## src/rtl/fault_evt_pkg.sv

```systemverilog
package fault_evt_pkg;
  localparam int REG_W      = 32;
  localparam int NUM_STICKY = 4;
  localparam int STS_W      = NUM_STICKY + 1;
  localparam int MASK_BIT   = REG_W - 1;
  localparam int PEND_BIT   = REG_W - 2;
  localparam logic SEL_CTL  = 1'b0;
  localparam logic SEL_STS  = 1'b1;
endpackage

```

## src/rtl/fault_status_flags.sv

```systemverilog
module fault_status_flags
  import fault_evt_pkg::*;
#(
  parameter int NUM_REC = 4
) (
  input  logic                  clk,
  input  logic                  rst,
  input  logic [NUM_REC-1:0]    rec_fault_i,
  input  logic [NUM_STICKY-1:0] sticky_set_i,
  input  logic                  clr_en_i,
  input  logic [NUM_STICKY-1:0] clr_bits_i,
  output logic [STS_W-1:0]      flags_o,
  output logic                  any_q_o,
  output logic                  any_d_o
);
  logic                  prim_q;
  logic                  prim_d;
  logic [NUM_STICKY-1:0] stk_q;
  logic [NUM_STICKY-1:0] stk_d;

  assign prim_d = |rec_fault_i;

  // Set strobe dominates a same-cycle clear
  genvar k;
  generate
    for (k = 0; k < NUM_STICKY; k++) begin : g_flag
      assign stk_d[k] = sticky_set_i[k] | (stk_q[k] & ~(clr_en_i & clr_bits_i[k]));
    end
  endgenerate

  always_ff @(posedge clk) begin
    if (rst) begin
      prim_q <= 1'b0;
      stk_q  <= '0;
    end else begin
      prim_q <= prim_d;
      stk_q  <= stk_d;
    end
  end

  assign flags_o = {stk_q, prim_q};
  assign any_q_o = |{stk_q, prim_q};
  assign any_d_o = |{stk_d, prim_d};


  set_wins_chk: assert property (@(posedge clk) disable iff (rst)
    (|sticky_set_i) |=> ((stk_q & $past(sticky_set_i)) == $past(sticky_set_i)));
endmodule

```

## src/rtl/irq_pend_ctrl.sv

```systemverilog
module irq_pend_ctrl #(
  parameter int DATA_W = 32,
  parameter int ADDR_W = 32
) (
  input  logic              clk,
  input  logic              rst,
  input  logic              ctl_wr_i,
  input  logic              mask_wr_i,
  input  logic              any_q_i,
  input  logic              any_d_i,
  input  logic              stall_i,
  input  logic [DATA_W-1:0] evt_data_i,
  input  logic [ADDR_W-1:0] evt_addr_i,
  output logic              mask_o,
  output logic              pend_o,
  output logic              msg_req_o,
  output logic [DATA_W-1:0] msg_data_o,
  output logic [ADDR_W-1:0] msg_addr_o
);
  logic              mask_q;
  logic              pend_q;
  logic              req_q;
  logic [DATA_W-1:0] data_q;
  logic [ADDR_W-1:0] addr_q;
  logic              new_cond;
  logic              issue;

  assign new_cond = any_d_i & ~any_q_i;
  assign issue    = pend_q & ~mask_q & ~stall_i;

  always_ff @(posedge clk) begin
    if (rst) begin
      mask_q <= 1'b1;
      pend_q <= 1'b0;
      req_q  <= 1'b0;
      data_q <= '0;
      addr_q <= '0;
    end else begin
      if (ctl_wr_i) mask_q <= mask_wr_i;
      if (new_cond)                pend_q <= 1'b1;
      else if (issue || !any_d_i)  pend_q <= 1'b0;
      req_q <= issue;
      if (issue) begin
        data_q <= evt_data_i;
        addr_q <= evt_addr_i;
      end
    end
  end

  assign mask_o     = mask_q;
  assign pend_o     = pend_q;
  assign msg_req_o  = req_q;
  assign msg_data_o = data_q;
  assign msg_addr_o = addr_q;


  masked_req_chk: assert property (@(posedge clk) disable iff (rst)
    msg_req_o |-> $past(!mask_q));

  req_pulse_chk: assert property (@(posedge clk) disable iff (rst)
    msg_req_o |=> !msg_req_o);

  arm_chk: assert property (@(posedge clk) disable iff (rst)
    (any_d_i && !any_q_i) |=> pend_q);

  stall_hold_chk: assert property (@(posedge clk) disable iff (rst)
    (pend_q && stall_i && any_d_i) |=> (pend_q && !msg_req_o));

  pend_flag_chk: assert property (@(posedge clk) disable iff (rst)
    pend_q |-> any_q_i);
endmodule

```

## src/rtl/fault_evt_irq.sv

```systemverilog
module fault_evt_irq
  import fault_evt_pkg::*;
#(
  parameter int NUM_REC = 4,
  parameter int DATA_W  = 32,
  parameter int ADDR_W  = 32
) (
  input  logic                  clk,
  input  logic                  rst,
  input  logic [NUM_REC-1:0]    rec_fault_i,
  input  logic [NUM_STICKY-1:0] sticky_set_i,
  input  logic                  wr_en_i,
  input  logic                  wr_sel_i,
  input  logic [REG_W-1:0]      wr_data_i,
  input  logic                  stall_i,
  input  logic [DATA_W-1:0]     evt_data_i,
  input  logic [ADDR_W-1:0]     evt_addr_i,
  output logic [REG_W-1:0]      ctl_rd_o,
  output logic [STS_W-1:0]      sts_rd_o,
  output logic                  msg_req_o,
  output logic [DATA_W-1:0]     msg_data_o,
  output logic [ADDR_W-1:0]     msg_addr_o
);
  logic any_q;
  logic any_d;
  logic mask;
  logic pend;
  logic ctl_wr;
  logic sts_wr;
  logic unused_wr;

  assign ctl_wr    = wr_en_i & (wr_sel_i == SEL_CTL);
  assign sts_wr    = wr_en_i & (wr_sel_i == SEL_STS);
  assign unused_wr = ^{wr_data_i[PEND_BIT:STS_W], wr_data_i[0]};

  fault_status_flags #(.NUM_REC(NUM_REC)) u_flags (
    .clk          (clk),
    .rst          (rst),
    .rec_fault_i  (rec_fault_i),
    .sticky_set_i (sticky_set_i),
    .clr_en_i     (sts_wr),
    .clr_bits_i   (wr_data_i[STS_W-1:1]),
    .flags_o      (sts_rd_o),
    .any_q_o      (any_q),
    .any_d_o      (any_d)
  );

  irq_pend_ctrl #(.DATA_W(DATA_W), .ADDR_W(ADDR_W)) u_ctrl (
    .clk        (clk),
    .rst        (rst),
    .ctl_wr_i   (ctl_wr),
    .mask_wr_i  (wr_data_i[MASK_BIT]),
    .any_q_i    (any_q),
    .any_d_i    (any_d),
    .stall_i    (stall_i),
    .evt_data_i (evt_data_i),
    .evt_addr_i (evt_addr_i),
    .mask_o     (mask),
    .pend_o     (pend),
    .msg_req_o  (msg_req_o),
    .msg_data_o (msg_data_o),
    .msg_addr_o (msg_addr_o)
  );

  assign ctl_rd_o = {mask, pend, {(REG_W-2){1'b0}}};
endmodule

```

## config.mk

```make
export PLATFORM = sky130hd
export DESIGN_NAME = fault_evt_irq
export DESIGN_NICKNAME = d
export VERILOG_FILES = /design/src/rtl/fault_evt_pkg.sv /design/src/rtl/fault_status_flags.sv /design/src/rtl/irq_pend_ctrl.sv /design/src/rtl/fault_evt_irq.sv
export SDC_FILE = /design/constraint.sdc
export NUM_CORES = 1
export LEC_CHECK = 0
export BUFFER_PORTS_ARGS = -buffer_cell sky130_fd_sc_hd__clkbuf_2
export CAP_MARGIN = 20
export CELL_PAD_IN_SITES_DETAIL_PLACEMENT = 0
export CELL_PAD_IN_SITES_GLOBAL_PLACEMENT = 1
export CORE_ASPECT_RATIO = 1.4
export CORE_MARGIN = 2
export CORE_UTILIZATION = 28
export DETAILED_ROUTE_END_ITERATION = 7
export PLACE_DENSITY = 0.92
export SYNTH_ARGS = -nofsm -noshare
export SYNTH_HDL_FRONTEND = slang
export SYNTH_SLANG_ARGS = --single-unit
```

## constraint.sdc

```tcl
create_clock -name clk -period 3 [get_ports clk]
set_input_delay 0.15 -clock clk [delete_from_list [all_inputs] [get_ports clk]]
set_output_delay 0.15 -clock clk [all_outputs]
set_load 0.03 [all_outputs]
```

### Word level (Yosys, flattened, before mapping)

Cells that the tools add are included.

* $add $sub $neg: 0
* divide/modulo/power cells: 0
* shift-type cells: 0
* magnitude comparators: 0
* bitwise logic cells: 25
* muxes and demuxes: 2
* eq/ne operators: 0
* $mul: 0
* reductions and logical operators: 6

Operator list (count)
* AND 1 bit: 13
* NOT 1 bit: 8
* OR reduction 8 bit: 1
* OR reduction 5 bit: 1
* bitwise OR 1 bit: 4
* OR reduction 4 bit: 1
* two-way mux 1 bit: 2
* nonzero test 2 bit: 1
* zero test 1 bit: 1
* logical OR 1 bit: 1

* bits in read-only memories: 0
* latch bits: 0
* memories: 0
* bits in writable memories: 0
* bits in registers: 72

### Logic depth before layout (Yosys ltp)

Gate-level depths: netlist of run 1.

* depth in word-level cells: 10
* depth in mapped cells: 5

### Hierarchy

From an unflattened synthesis of run 1, not the netlist that was laid out.

* cell total of the unflattened synthesis: 347
* area, all modules: 3444.6 um^2

Modules (own cells, without submodules)
* irq_pend_ctrl: cells each 287, area an instance 2977.9 um^2, times used 1
* fault_evt_irq: cells each 35, area an instance 260.2 um^2, times used 1
* fault_status_flags: cells each 25, area an instance 206.4 um^2, times used 1

### Worst setup path before layout of run 1

No wires, ideal clock.

* path kind: flip-flop to flip-flop
* start point: register u_flags.stk_q[2]
* end point: register u_ctrl.pend_q (netlist: u_ctrl.pend_o)
* library setup time: 134 ps
* data required time: 2866 ps
* slack: 1758 ps
* arrival: 1108 ps
* buffers on the path: 0
* stages on the path, launching flop included: 4
* clock period less this slack: 1242 ps
* cell sequence: dfxtp_1 > or2_2 > a221oi_1 > a311oi_1

* cells in the longest elaborated chain, start to end: 6
* elaborated cells between the ends (all ways): 10
* those cells by class: 1 x mux; 4 x bitwise; 5 x reduce/logical

RTL lines
* from (decl): line fault_status_flags.sv:18 `logic [NUM_STICKY-1:0] stk_q;`
* from (signal assigned): line fault_status_flags.sv:37 `stk_q <= stk_d;`
* AND 1 bit: line fault_status_flags.sv:27 `assign stk_d[k] = sticky_set_i[k] | (stk_q[k] & ~(clr_en_i & clr_bits_i[k]));`
* bitwise OR 1 bit: line fault_status_flags.sv:27
* OR reduction 8 bit: line fault_status_flags.sv:43 `assign any_d_o = |{stk_d, prim_d};`
* zero test 1 bit: line irq_pend_ctrl.sv:41 `else if (issue || !any_d_i) pend_q <= 1'b0;`
* logical OR 1 bit: line irq_pend_ctrl.sv:41
* nonzero test 2 bit (no source line)
* to (signal assigned): line irq_pend_ctrl.sv:34 `pend_q <= 1'b0;`
* to (signal assigned): line irq_pend_ctrl.sv:40 `if (new_cond) pend_q <= 1'b1;`
* to (signal assigned): line irq_pend_ctrl.sv:41
* to (decl): line irq_pend_ctrl.sv:21 `logic pend_q;`

Several ways; a longest one is shown, not always the timed one.
A chain may end at the register's enable or synchronous reset.

### Final worst setup path of run 1

* start point: register u_ctrl.pend_q (netlist: u_ctrl.pend_o)
* end point: register u_ctrl.data_q[4] (netlist: u_ctrl.msg_data_o[4])

* cells in the longest elaborated chain, start to end: 2

RTL lines
* AND 1 bit (2 in a row): line irq_pend_ctrl.sv:29 `assign issue = pend_q & ~mask_q & ~stall_i;`
* to (signal assigned): line irq_pend_ctrl.sv:44 `data_q <= evt_data_i;`
* to (decl): line irq_pend_ctrl.sv:23 `logic [DATA_W-1:0] data_q;`

No other way between the ends.

==> metrics.md, run 1 <==
| Metric | Value |
|---|---|
| Fmax | `between 0.5 and 0.6 GHz` |
| Place WS | `approximately 1.1 ns` |
| Post-CTS Setup Repair Bufs | `0` |
| Core area | `around 9800 um^2` |
| Final WS setup | `1.18 ns` |
| Worst-margin pin slew | `0.658 ns` |
| Distinct cell type count after synthesis | `23` |
| Switch Pwr | `0.511 mW` |
| Total leakage power | `1.72 nW` |
| Grt total ovfl | `0` |
| TritonCTS Sinks | `72` |
| Clock-pin slew of the registers on the worst-case setup and hold paths | `0.05 ns` |
| CP max stage cell | `or3b_2` |
| Worst IR Drop VDD | `between 0.3 and 0.4 mV` |
| ANT cells | `0` |
| Worst hold path depth | `2` |
| Worst r2r path cells | `4` |
| Port buffer count | `153` |
| Num rows | `43` |
| WP data arrival | `2.03 ns` |
| Non-filler instance count after layout | `628` |
| Final hold vios | `0` |
| Power share of the combinational group | `0.078` |
| Via density | `4.22` |
| P_int | `1.89 mW` |
| Post-synth ARST share | `0` |
| Final setup fails | `0` |
| Seq/Total Area, Yosys | `0.517` |
| Die area | `around 11000 um^2` |
| Vias in the first global route | `2361` |
| Io pins | `211` |
| Final min period | `1.82 ns` |
| DR pass1 iterations | `4` |
| Routed WL | `6.83 mm` |
| Fin Setup TNS | `0 ns` |
| Critical path required time | `3.20 ns` |
| Area delta synth->final | `38.3%` |
| # DRC | `0` |
| Clk buf depth | `2` |
| CTS root buf | `clkbuf_16` |
| Critical path class | `flop to flop` |
| Sw Share | `0.213` |
| Gpl congestion | `0.765` |
| Number of flops mapped to enable cells by yosys | `0` |
| Initial Utilization | `0.285` |
| Largest area contributor in the netlist | `dfxtp_1` |
| GRT Total Usage | `0.126` |
| Cts hold-fix bufs | `0` |
| Initial antenna violation count | `0` |
| Ranking of synthesized cells by area | `dfxtp_1, nand2_1, a21oi_1` |
| Critical Path Max Stage Delay | `0.75 ns` |
| Post-Route Utilization | `0.394` |
| Worst hold slack | `approximately 0.037 ns` |
| Htree depth | `3` |
| DR WL/cell | `10.9 um` |
| HP Class | `input pin to flop` |
| CTS tree | `built` |
| Synthesized area | `2790 um^2` |
| Clock share of power | `0.514` |
| Placed insts | `611` |
| Yosys reg bits | `just over 70` |
| Post-Syn Instances | `346` |
| Ys flop type | `dfxtp_1` |
| Startpoint Class | `flop` |
| Power Density | `621 nW/um^2` |
| Mean Syn Cell Area | `approximately 8.1 um^2` |
| Worst clock skew | `0.00302 ns` |
| Outcome | `completed` |
| Initial DRC count | `88` |
| Routed vias | `2648` |
| Die Wd | `88.4 um` |
| Max Slew Vio Count | `0` |
| Clk Latency, worst-skew pair | `~0.32 ns` |
| Largest net degree at the start of global routing | `65` |
| Ys Warns | `0` |
| Final nets | `around 600` |
| Antenna Nets Post-Route | `0` |
| RSZ-0062 raised after global routing | `no` |
| Die Y | `122 um` |
| Fin crit share | `0.608` |
| Sequential group share of total power | `0.408` |
| Resized Gates After CTS | `0` |
| CP max FO | `35` |
| Max_slew headroom | `0.561` |
| Layout cell share with drive strength beyond 1 | `0.359` |
| First-pass GRT wire length | `10.5 mm` |
| Dpl hpwl | `4.98 mm` |
| Max cap viols | `0` |
| Crit path cell chain | `or3b_2, buf_4, nand2_1, a21oi_1` |
| Total CTS buffers | `9` |
| Yosys top cell area share | `0.517` |
| CP Capture Type | `flop` |
state kept, by name (all words and copies together), names as in the netlist:
| register | count |
|---|---|
| u_flags.stk_q | 4 |
| u_ctrl.mask_o | 1 |
| u_ctrl.pend_o | 1 |
| u_flags.prim_q | 1 |
| u_ctrl.msg_req_o | 1 |
| u_ctrl.msg_addr_o | 32 |
| u_ctrl.msg_data_o | 32 |
metrics by stage:
| stage | power (mW) | area, um^2 |
|---|---|---|
| after floorplan | 1.14 | 2900 |
| after global placement | 1.18 | 3480 |
| after detailed placement | 1.18 | 3480 |
| after CTS | 2.44 | 3840 |
| after global routing | 2.50 | 3860 |
| final | 2.40 | 3860 |
power groups by stage:
stage	sequential, mW	combinational [mW]	clock [mW]
6_report	0.978	0.186	1.23
5_1_grt	0.979	0.202	1.32
3_5_place_dp	0.999	0.183	0
2_1_floorplan	1.02	0.126	0
3_3_place_gp	0.998	0.182	0
4_1_cts	0.978	0.184	1.27
critical path, delay by kind of cell, from the launching register on:
kind,cells,cell delay [ns]
and+or+nand+nor,2,0.87
DFF,1,0.37
buffers and inverters,1,0.36
AOI/OAI and AO/OA,1,0.07
cell usage in the layout (no fill, tap or decap), drive strengths merged, types with 3 or more instances in the layout:
cell type  netlist  final
nand2          128    128
buf             46      4
dfxtp           72     72
clkbuf           9    164
nand3            3      3
bufinv           0      3
nor2b            3      3
nor2             5      5
a21oi           67     67
conb             1     30
per-layer routing:
metal,share of wire,track usage,vias to the layer above
met1,0.38,0.126,1180
met4,0.018,0.0502,0
met3,0.079,0.0495,11
met5,0,0,-
met2,0.52,0.230,118
li1,-,-,1339
cell usage after synthesis, types with 3 or more instances:
cell type	n
a21oi_1	67
buf_2	8
buf_4	33
buf_6	5
clkbuf_1	9
dfxtp_1	72
nand2_1	128
nand3_1	3
nor2_1	5
nor2b_1	3
kinds of logic after synthesis:
logic type,after synthesis,share of synthesized area
AOI/OAI and AO/OA,72,0.137
buffers and inverters,55,0.135
DFF,72,0.517
other,1,0.00134
and+or+nand+nor,146,0.210
final cells by class:
cell class                      instances  area (um^2)
Timing Repair Buffer                  157          808
Tap cell                              135          169
Multi-Input combinational cell        248         1080
Sequential cell                        72         1440
Clock inverter                          5          103
Clock buffer                           11          253
Fill cell                            1055         5930
worst paths after layout:
kind	endpoint	slack, ns	from
max reg2reg	u_ctrl.msg_data_o[4]	1.18	u_ctrl.pend_o
min reg2reg	u_ctrl.msg_addr_o[12]	0.45	u_ctrl.msg_addr_o[12]
max	u_ctrl.msg_data_o[4]	1.18	u_ctrl.pend_o
min	u_ctrl.mask_o	0.04	wr_data_i[31]
Power figures use the tool's default switching activity.
==> run 2, diff against run 1 <==
--- a/config.mk
+++ b/config.mk
@@ -5,15 +5,16 @@
 export SDC_FILE = /design/constraint.sdc
 export NUM_CORES = 1
 export LEC_CHECK = 0
+export ABC_AREA = 1
 export BUFFER_PORTS_ARGS = -buffer_cell sky130_fd_sc_hd__clkbuf_2
 export CAP_MARGIN = 20
 export CELL_PAD_IN_SITES_DETAIL_PLACEMENT = 0
 export CELL_PAD_IN_SITES_GLOBAL_PLACEMENT = 1
 export CORE_ASPECT_RATIO = 1.4
 export CORE_MARGIN = 2
-export CORE_UTILIZATION = 28
+export CORE_UTILIZATION = 25
 export DETAILED_ROUTE_END_ITERATION = 7
-export PLACE_DENSITY = 0.92
+export PLACE_DENSITY = 0.83
 export SYNTH_ARGS = -nofsm -noshare
 export SYNTH_HDL_FRONTEND = slang
 export SYNTH_SLANG_ARGS = --single-unit
==> constraint.sdc (replaced) <==
create_clock -name clk -period 1.55 [get_ports clk]
set_input_delay 0.0775 -clock clk [delete_from_list [all_inputs] [get_ports clk]]
set_output_delay 0.0775 -clock clk [all_outputs]
set_load 0.03 [all_outputs]
==> metrics.md, run 2 <==
| Metric | Value |
|---|---|
| Synth Area in XOR/XNOR | `0 (unchanged)` |
| Grt total ovfl | `0 (unchanged)` |
| TritonCTS Sinks | `72 (unchanged)` |
| Post-Synth Adder-Cell Area | `0 (unchanged)` |
| Clock-pin slew of the registers on the worst-case setup and hold paths | `0.06 ns (was 0.05 ns)` |
| Final setup fails | `0 (unchanged)` |
| Number of flops mapped to enable cells by yosys | `0 (unchanged)` |
| Synthesized area | `3040 um^2 (was 2790 um^2)` |
| Synth Area in Simple Gates | `0.0415 (was 0.210)` |
| Htree depth | `3 (unchanged)` |
| Max Slew Vio Count | `0 (unchanged)` |
| Final hold vios | `0 (unchanged)` |
| HP Class | `input pin to flop (unchanged)` |
| Critical path class | `flop to flop (unchanged)` |
| Largest area contributor in the netlist | `dfxtp_1 (unchanged)` |
| Reg2reg start | `u_ctrl.mask_o (was u_ctrl.pend_o)` |
| Fill count | `1255 (was 1055)` |
| Post-CTS Setup Repair Bufs | `0 (unchanged)` |
| Largest net degree at the start of global routing | `78 (was 65)` |
| Hold EP | `u_flags.prim_q (was u_ctrl.mask_o)` |
| Mean Syn Cell Area | `8.43 um^2 (was 8.06 um^2)` |
| Yosys top cell area share | `0.474 (was 0.517)` |
| CP max FO | `77 (was 35)` |
| Port buffer count | `153 (unchanged)` |
| Die Wd | `97.2 um (was 88.4 um)` |
| Die area | `13100 um^2 (was 10800 um^2)` |
| Initial DRC count | `44 (was 88)` |
| Fin crit share | `0.775 (was 0.608)` |
| Fin Setup TNS | `0 ns (unchanged)` |
| Io pins | `211 (unchanged)` |
| Reg-to-Reg End | `u_ctrl.msg_addr_o[3] (was u_ctrl.msg_data_o[4])` |
| CP Capture Type | `flop (unchanged)` |
| Gpl congestion | `0.749 (was 0.765)` |
| DR pass1 iterations | `4 (unchanged)` |
| DR WL/cell | `10.6 um (was 10.9 um)` |
| Via density | `4.10 (was 4.22)` |
| Storage cell area | `1440 um^2 (unchanged)` |
| Tot Pwr | `4.51 mW (was 2.40 mW)` |
| Vias in the first global route | `2571 (was 2361)` |
| Multi-input logic area | `975 um^2 (was 1080 um^2)` |
| Worst IR Drop VDD | `0.555 mV (was 0.316 mV)` |
| Hold Crit Start | `rec_fault_i[3] (was wr_data_i[31])` |
| Largest family of logic cells by synthesized area | `compound AO/OA/AOI/OAI gates (was simple AND/OR/NAND/NOR gates)` |
| Place WS | `0.365 ns (was 1.10 ns)` |
| Total CTS buffers | `9 (unchanged)` |
| Non-filler instance count after layout | `662 (was 628)` |
| Placed insts | `640 (was 611)` |
| Synth Area in Compound Gates | `0.242 (was 0.137)` |
| Ys flop type | `dfxtp_1 (unchanged)` |
| Layout cell share with drive strength beyond 1 | `0.371 (was 0.359)` |
| Routed vias | `2717 (was 2648)` |
| Power Density | `1110 nW/um^2 (was 621 nW/um^2)` |
| Mux cell area share after synthesis | `0 (unchanged)` |
| Core area | `11900 um^2 (was 9790 um^2)` |
| Worst hold path depth | `3 (was 2)` |
| WP data arrival | `1.45 ns (was 2.03 ns)` |
| First-pass GRT wire length | `11.2 mm (was 10.5 mm)` |
| Ranking of synthesized cells by area | `dfxtp_1, a21oi_1, buf_4 (was dfxtp_1, nand2_1, a21oi_1)` |
| Seq/Total Area, Yosys | `0.474 (was 0.517)` |
| Total leakage power | `1.89 nW (was 1.72 nW)` |
| CTS root buf | `clkbuf_16 (unchanged)` |
| Die Y | `135 um (was 122 um)` |
| Commonest non-fill, non-tap cell in the layout | `clkbuf_2 (unchanged)` |
| Count leader, synth | `dfxtp_1 (was nand2_1)` |
| Initial antenna violation count | `0 (unchanged)` |
| RSZ-0062 raised after global routing | `no (unchanged)` |
| Startpoint Class | `flop (unchanged)` |
| Fmax | `0.833 GHz (was 0.548 GHz)` |
| Worst r2r path cells | `4 (unchanged)` |
| Final nets | `619 (was 597)` |
| ANT cells | `0 (unchanged)` |
| Routed WL | `7.02 mm (was 6.83 mm)` |
| Final WS setup | `0.349 ns (was 1.18 ns)` |
| Area delta synth->final | `33.7% (was 38.3%)` |
| CTS tree | `built (unchanged)` |
| Dpl hpwl | `5.17 mm (was 4.98 mm)` |
| Commonest cells after routing, fill and taps aside | `clkbuf_2, dfxtp_1, inv_1, a21oi_1 (was clkbuf_2, nand2_1, dfxtp_1, a21oi_1, conb_1)` |
| Clk Latency, worst-skew pair | `0.32 ns (about the same)` |
| Max cap viols | `0 (unchanged)` |
| Clk buf depth | `2 (unchanged)` |
| GRT Total Usage | `0.106 (was 0.126)` |
| Final min period | `1.20 ns (was 1.82 ns)` |
| Post-Syn Instances | `361 (was 346)` |
| Ys Warns | `0 (unchanged)` |
| Critical path required time | `1.80 ns (was 3.20 ns)` |
| # DRC | `0 (unchanged)` |
| Antenna Nets Post-Route | `0 (unchanged)` |
| Distinct cell type count after synthesis | `19 (was 23)` |
| Reg2reg setup slack | `0.35 ns (was 1.18 ns)` |
| Yosys reg bits | `72 (unchanged)` |
| Worst clock skew | `0.00400 ns (was 0.00302 ns)` |
| Post-synth ARST share | `0 (unchanged)` |
| Num rows | `47 (was 43)` |
| Synth cell count leaders | `dfxtp_1, a21oi_1, inv_1 (was nand2_1, dfxtp_1, a21oi_1)` |
| Outcome | `completed (unchanged)` |
| Initial Utilization | `0.256 (was 0.285)` |
-- run 2: cell count changes after synthesis, moves of 8 or more --
cell,before,now
o21ai_1,0,19
o21ai_2,0,16
buf_2,8,0
nand2_1,128,11
o21ai_0,0,30
inv_1,0,70
buf_6,5,13
-- run 2: report_power, final --
group          internal (mW)  switching, mW
clock network           1.40          0.745
logic                  0.156          0.302
registers               1.88         0.0205
total                   3.44           1.07
-- run 2: metrics by stage --
| stage | cell area (um^2) | hold slack, ns | util |
|---|---|---|---|
| final | 4070 | 0.0173 | 0.343 |
| after CTS | 4070 | 0.0000369 | 0.343 |
| after global routing | 4070 | 0.0115 | 0.343 |
| after global placement | 3700 | 0.303 | 0.311 |
| after detailed placement | 3700 | 0.312 | 0.311 |
| after floorplan | 3150 | 0.204 | - |
-- run 2: routing by layer --
layer	global-route usage	up-vias	share of wire	routed length, um
met4	0.0563	0	0.027	193
met1	0.103	1196	0.38	2630
met2	0.199	128	0.51	3610
met3	0.0316	15	0.083	581
li1	-	1378	-	-
met5	0	-	0	0
-- run 2: worst max-delay path by stage --
stage	from	end	slack, ns	depth (start not counted)
6_report	u_ctrl.mask_o	u_ctrl.msg_addr_o[3]	0.35	4
2_1_floorplan	u_ctrl.pend_o	u_ctrl.msg_addr_o[29]	0.53	5
4_1_cts	u_ctrl.mask_o	u_ctrl.msg_addr_o[4]	0.33	4
3_3_place_gp	u_ctrl.mask_o	u_ctrl.msg_addr_o[3]	0.40	4
5_1_grt	u_ctrl.mask_o	u_ctrl.msg_addr_o[2]	0.25	4
3_5_place_dp	u_ctrl.mask_o	u_ctrl.msg_addr_o[4]	0.36	4
-- run 2: critical path: stages (launching register included) --
cell      delay, ns
dfxtp_1        0.35
nand3b_4       0.18
buf_12         0.28
o21ai_0        0.13
a21oi_1        0.12
-- run 2: cell type report --
class,instances,area share
Multi-Input combinational cell,192,0.240
Clock inverter,6,0.0206
Tap cell,147,0.0452
Clock buffer,10,0.0563
Inverter,71,0.0658
Timing Repair Buffer,164,0.218
Sequential cell,72,0.354
-- run 2: logic make-up (layout without fill, tap and decap cells) --
kind of cell	Yosys count	count (layout)
flops	72	72
simple gates	27	27
other cells	1	30
compound gates	135	135
buf+inv	126	251
-- run 2: what timing repair did --
item / 4_1_cts / 5_1_grt
hold endpoints to repair: 6 / 0
resized for setup: 0 / 0
hold buffers: 6 / 0
